`src/rtl/tmr_clk_pkg.sv`:
```
`timescale 1ns/1ps
package tmr_clk_pkg;

  typedef enum logic [2:0] {
    CS_OFF      = 3'd0,
    CS_DIV1     = 3'd1,
    CS_DIV8     = 3'd2,
    CS_DIV64    = 3'd3,
    CS_DIV256   = 3'd4,
    CS_DIV1024  = 3'd5,
    CS_EXT_FALL = 3'd6,
    CS_EXT_RISE = 3'd7
  } clk_sel_e;

  localparam int NUM_TAPS = 4;

  // log2 of the divide ratio for tap index 0..NUM_TAPS-1
  function automatic int tap_shift(input int idx);
    case (idx)
      0:       return 3;
      1:       return 6;
      2:       return 8;
      default: return 10;
    endcase
  endfunction

endpackage

```
`src/rtl/tmr_prescaler.sv`:
```
`timescale 1ns/1ps
module tmr_prescaler
  import tmr_clk_pkg::*;
#(
  parameter int PSC_W = 10
) (
  input  logic                clk,
  input  logic                rst,
  input  logic                clr_i,
  output logic [NUM_TAPS-1:0] tap_o
);

  logic [PSC_W-1:0] cnt_q;

  always_ff @(posedge clk) begin
    if (rst || clr_i) cnt_q <= '0;
    else              cnt_q <= cnt_q + 1'b1;
  end

  // a tap fires on the last count of its period
  for (genvar gi = 0; gi < NUM_TAPS; gi++) begin : g_tap
    localparam int SH = tap_shift(gi);
    if (SH <= PSC_W) begin : g_ok
      assign tap_o[gi] = &cnt_q[SH-1:0];
    end else begin : g_none
      assign tap_o[gi] = 1'b0;
    end
  end

endmodule

```
`src/rtl/tmr_ext_edge.sv`:
```
`timescale 1ns/1ps
module tmr_ext_edge #(
  parameter int SYNC_STAGES = 2
) (
  input  logic clk,
  input  logic rst,
  input  logic pin_i,
  output logic rise_o,
  output logic fall_o
);

  logic [SYNC_STAGES-1:0] sync_q;
  logic                   hist_q;

  always_ff @(posedge clk) begin
    if (rst) begin
      sync_q <= '0;
      hist_q <= 1'b0;
    end else begin
      sync_q <= {sync_q[SYNC_STAGES-2:0], pin_i};
      hist_q <= sync_q[SYNC_STAGES-1];
    end
  end

  assign rise_o =  sync_q[SYNC_STAGES-1] & ~hist_q;
  assign fall_o = ~sync_q[SYNC_STAGES-1] &  hist_q;

endmodule

```
`src/rtl/tmr_tick_mux.sv`:
```
`timescale 1ns/1ps
module tmr_tick_mux
  import tmr_clk_pkg::*;
(
  input  logic                clk,
  input  logic                rst,
  input  logic [2:0]          sel_i,
  input  logic [NUM_TAPS-1:0] tap_i,
  input  logic                rise_i,
  input  logic                fall_i,
  output logic                tick_o
);

  clk_sel_e sel;
  logic     tick_d;
  logic [1:0] tap_idx;

  assign sel     = clk_sel_e'(sel_i);
  assign tap_idx = 2'(sel_i - 3'd2);

  always_comb begin
    case (sel)
      CS_OFF:      tick_d = 1'b0;
      CS_DIV1:     tick_d = 1'b1;
      CS_EXT_FALL: tick_d = fall_i;
      CS_EXT_RISE: tick_d = rise_i;
      default:     tick_d = tap_i[tap_idx];
    endcase
  end

  always_ff @(posedge clk) begin
    if (rst) tick_o <= 1'b0;
    else     tick_o <= tick_d;
  end

endmodule

```
`src/rtl/tmr_clk_select.sv`:
```
`timescale 1ns/1ps
module tmr_clk_select
  import tmr_clk_pkg::*;
#(
  parameter int PSC_W       = 10,
  parameter int SYNC_STAGES = 2
) (
  input  logic       clk,
  input  logic       rst,
  input  logic [2:0] clk_sel_i,
  input  logic       ext_evt_i,
  input  logic       psc_clr_i,
  output logic       tick_o
);

  logic [NUM_TAPS-1:0] taps;
  logic                ev_rise;
  logic                ev_fall;

  tmr_prescaler #(.PSC_W(PSC_W)) u_psc (
    .clk   (clk),
    .rst   (rst),
    .clr_i (psc_clr_i),
    .tap_o (taps)
  );

  tmr_ext_edge #(.SYNC_STAGES(SYNC_STAGES)) u_edge (
    .clk    (clk),
    .rst    (rst),
    .pin_i  (ext_evt_i),
    .rise_o (ev_rise),
    .fall_o (ev_fall)
  );

  tmr_tick_mux u_mux (
    .clk    (clk),
    .rst    (rst),
    .sel_i  (clk_sel_i),
    .tap_i  (taps),
    .rise_i (ev_rise),
    .fall_i (ev_fall),
    .tick_o (tick_o)
  );

endmodule

```
`config.mk`:
```
export PLATFORM = sky130hd
export DESIGN_NAME = tmr_clk_select
export DESIGN_NICKNAME = d
export VERILOG_FILES = /design/src/rtl/tmr_clk_pkg.sv /design/src/rtl/tmr_prescaler.sv /design/src/rtl/tmr_ext_edge.sv /design/src/rtl/tmr_tick_mux.sv /design/src/rtl/tmr_clk_select.sv
export SDC_FILE = /design/constraint.sdc
export NUM_CORES = 1
export LEC_CHECK = 0
export BUFFER_PORTS_ARGS = -buffer_cell sky130_fd_sc_hd__buf_2
export CORE_UTILIZATION = 29
export CTS_CLUSTER_SIZE = 16
export DETAILED_ROUTE_END_ITERATION = 7
export GPL_TIMING_DRIVEN = 0
export PLACE_DENSITY = 0.57
export RECOVER_POWER = 100
export SLEW_MARGIN = 0
export SYNTH_ARGS = -nofsm -noshare
export SYNTH_HDL_FRONTEND = slang
export SYNTH_SLANG_ARGS = --single-unit
```
`constraint.sdc`:
```
create_clock -name clk -period 1.3 [get_ports clk]
set_clock_uncertainty 0.15 [all_clocks]
set_input_delay 0.195 -clock clk [delete_from_list [all_inputs] [get_ports clk]]
set_output_delay 0.195 -clock clk [all_outputs]
set_load 0.01 [all_outputs]
```
Word level (Yosys, flattened, before mapping)
Index checks and enable logic that the tools add are counted.

cells by class
  muxes and demuxes = 3
  eq/ne operators = 3
  magnitude comparators = 1
  reductions and logical operators = 6
  add/subtract/negate cells = 2
  bitwise operators = 4

operators by type and width
  operator                 number
  $add A10 B1 Y10 const B  1
  $reduce_and A10 Y1       1
  $reduce_and A8 Y1        1
  $eq A3 B3 Y1 const B     2
  $reduce_and A6 Y1        1
  $pmux W1 S4              1
  $eq A3 B1 Y1 const B     1
  $logic_not A3 Y1         1
  $lt A2 B3 Y1 const B     1
  $reduce_and A3 Y1        1
  $and A1 B1 Y1            2
  $bmux W1 S2              1
  $not A1 Y1               2
  $sub A2 B2 Y2 const B    1
  $logic_or A1 B1 Y1       1
  $mux W1                  1

word-level totals
  register bits = 14
  input bits = 7
  word-level logic and storage cells = 23
  output and inout bits = 1

Depth between registers and ports, before layout
  depth after elaboration = 4
  depth in mapped cells = 4
  gate-level depth less buffers = 4

Cells and area by module
Synthesis repeated with hierarchy kept, for this count alone.

unflattened totals
  cell total of the unflattened synthesis = 71
  area total of the unflattened synthesis = 635.6 sq um

by module, submodules not included
  module         cells an instance  area each (sq um)  times used  sequential area each (sq um)
  tmr_prescaler  52                 450.4              1           200.2
  tmr_tick_mux   11                 93.8               1           20.0
  tmr_ext_edge   8                  91.3               1           60.1

Worst setup path before layout
OpenSTA, ideal clock, no wires.

  kind = reg-to-reg
  from = register u_psc.cnt_q[0]
  to = register u_mux.tick_o
  data arrival time = 1.037 ns
  library setup time = 0.129 ns
  stages on the path, launching flop included = 5
  buffers on the path = 0
  slack = -0.016 ns
  required time = 1.021 ns
  period minus slack after synthesis = 1.316 ns
  cells stage by stage = dfxtp_1 > ha_1 > and4_2 > o221ai_1 > o41ai_2

on the way
  cells in the longest elaborated chain, start to end = 4
  elaborated cells on any way between the ends = 7
  classes of those cells = 3 x mux; 4 x reduce/logical

RTL lines
  what                                        RTL line             RTL
  start: declaration                          tmr_prescaler.sv:13  logic [PSC_W-1:0] cnt_q;
  start signal: assignment                    tmr_prescaler.sv:17  else cnt_q <= cnt_q + 1'b1;
  $reduce_and A10 Y1 (tied with other cells)  tmr_prescaler.sv:24  assign tap_o[gi] = &cnt_q[SH-1:0];
  $bmux W1 S2 *                               tmr_tick_mux.sv:27   default: tick_d = tap_i[tap_idx];
  $mux W1 (implied by the code) *             tmr_tick_mux.sv:27
  $pmux W1 S4 *                               tmr_tick_mux.sv:22   case (sel)
  end signal: assignment                      tmr_tick_mux.sv:33   else tick_o <= tick_d;
  end: declaration                            tmr_tick_mux.sv:11   output logic tick_o

Mark *: on every way between the ends. The rest lies on a longest branch, timed or not. The select of a mux whose other input is x is not followed.
A chain may end at the register's enable or synchronous reset.

Worst setup path after layout
  from = register u_psc.cnt_q[7]
  to = register u_mux.tick_o

on the way
  cells in the longest elaborated chain, start to end = 4
  elaborated cells on any way between the ends = 5
  classes of those cells = 3 x mux; 2 x reduce/logical

RTL lines
  what                                                     RTL line
  $reduce_and A10 Y1 or $reduce_and A8 Y1 (tied branches)  tmr_prescaler.sv:24
  $bmux W1 S2 *                                            tmr_tick_mux.sv:27
  $mux W1 (implied by the code) *                          tmr_tick_mux.sv:27
  $pmux W1 S4 *                                            tmr_tick_mux.sv:22

Marked as above.

==> results.cfg <==
[timing]
fin_tns_setup_ns = 0
tightest_slew_ns = 0.411
holdWs_ns = 0.0107
post-route-period-util_pct = 96.9
rsz0062_at_grt = yes
period_needed_ns = 1.26
hold_violations = 0
slew_viol_final = 0
fmax_mhz = 794
slew_headroom_pct = 72.6
final-setup-viol-count = 0
fin_ws_ns = 0.0407

[global_route]
grt_pass1_vias = 367
grt_pass1_wl_mm = 1.57
antenna_found_initial = 0
grtUsageTotal_pct = 10.9
grt_max_degree = 11
grt-ovfl-total = 0

[cts]
cts_buffers = 3
cts_tree = yes
clockBufferDepth = 2
cts.sinks = 14
htreeDepth = 1
insertion_delay_ns = 0.28
root_buffer = clkbuf_4
clk_pin_slew_ns = 0.09

[routing]
drc_errors = 0
first_pass_iters = 4
drt_iter0_markers = 6
detail-route-antenna-nets = 0
via_per_inst = 4.21
wl_um = 965
wl_per_cell_um = 9.55
dr_total_vias = 425

[synthesis]
synth_top_flop_cell = dfxtp_1
synthTopCellsByArea = dfxtp_1, xor2_1, nor2_1, ha_1, nor2b_1
ys_seq_area_share_pct = 48.5
yosysWarnings = 0
yosysTopAreaCell = dfxtp_1
synth_area_um2 = 578
synth_top_area_share_pct = 48.5
ys_types = 21
synth-edff-count = 0
syn_area_per_cell_um2 = 9.63
async_flop_share_pct = 0
yosysMostFrequentCell = dfxtp_1
syn_nets = 69
synth_commonest_cells = dfxtp_1, nor2_1, xor2_1, nor2b_1
ys_ff_latch = 14
synthCells = 60

[die]
die_w_um = 46.6
core_area_mm2 = 0.00180
start_util_pct = 32.1
io_pins = 8
die_area_mm2 = 0.00218
rows = 15
die_h_um = 46.6

[critical_path]
cp-start-kind = flip-flop
required_ns = 1.32
crit_chain = and3_1, and4_4, o221ai_2, o41ai_2
worst-path-buf-inv = 0
max_stage_delay_ns = 0.32
crit_path_top_delay_cell = dfxtp_1
rr_worst_depth = 4
critical_path_class = reg -> reg
end_kind = flip-flop
cp_max_fo = 2
crit_cells = 4
cp_top_family = simple AND/OR/NAND/NOR gates
critPathArrivalTime_ns = 1.28

[flow_run]
cap_violations = 0

[placed_design]
dp.cells = 92
io_buffers = 7
dpl-instance-area_um2 = 651
dp_slack_ns = -0.107
place.gp.congestion = 0.631

[cells_and_area]
diodes = 0
layout-drive-gt1-share_pct = 34.2
area_delta_synth_final_pct = 32.0
final_cell_area_um2 = 763
utilization_pct = 42.4
n_fill_cell = 188
fin_cells = 101
layout.nets = 86

[pwr]
p_leak_nw = 0.296
power_uw = 806
p_per_area_mw_per_mm2 = 1060
ir_drop_mv = 0.563

[worst_hold_path]
min_path_type = in -> reg
min_path_cells = 2

[run_status]
status = complete, no violations
-- state kept, by name, indices dropped and copies added, names as in the netlist --
register / count
u_edge.hist_q: 1
u_edge.sync_q: 2
u_mux.tick_o: 1
u_psc.cnt_q: 10
-- logic make-up after synthesis --
family / count (synthesis) / share of synthesized area [%]
adders and majority gates: 2 / 4.33
AOI/OAI and AO/OA: 5 / 6.93
xor gates and xnor gates: 7 / 10.6
DFF: 14 / 48.5
buffers and inverters: 3 / 1.95
and+or+nand+nor: 29 / 27.7
-- layer usage --
layer  vias to the layer above  global-route usage [%]  wire length [um]
met1                       186                    15.1               518
met3                         2                    3.53                16
met4                         0                    8.57                12
met5                         -                       0                 0
met2                         2                    13.3               418
li1                        235                       -                 -
-- path summary, 6_finish.rpt --
| check | slack (ns) | startpoint | end |
|---|---|---|---|
| min | 0.01 | rst | u_mux.tick_o |
| max | 0.04 | u_psc.cnt_q[7] | u_mux.tick_o |
| min reg2reg | 0.30 | u_psc.cnt_q[0] | u_psc.cnt_q[0] |
| max reg2reg | 0.04 | u_psc.cnt_q[7] | u_mux.tick_o |
-- cell usage in the layout, fill, tap and decap left out, drive strengths merged, types with 3 or more instances in the layout --
cell	Yosys	routed
clkbuf	1	5
nor2	10	10
dfxtp	14	14
nand2	3	3
buf	0	8
dlygate4sd3	0	4
nand4	3	3
nor2b	4	4
xor2	6	6
-- power by group --
part	internal, mW	switching (mW)
sequential	0.436	0.00540
clock	0.170	0.142
combinational	0.0288	0.0238
-- layout make-up --
cell class | count | area, um2 | share of cell area, %
Timing Repair Buffer | 12 | 82.6 | 10.8
Inverter | 2 | 7.51 | 0.984
Multi-Input combinational cell | 43 | 312 | 40.8
Buffer | 1 | 3.75 | 0.492
Clock buffer | 4 | 36.3 | 4.75
Tap cell | 25 | 31.3 | 4.10
Sequential cell | 14 | 290 | 38.0
-- what timing repair did --
action | in CTS | in global routing
setup endpoints to repair | 2 | 4
hold buffers | 4 | 0
endpoints found under the hold margin | 4 | 0
buffers inserted | 1 | 0
pin swaps | 3 | 2
resized for setup | 6 | 5
No activity file was read; power rests on OpenSTA's default activity.
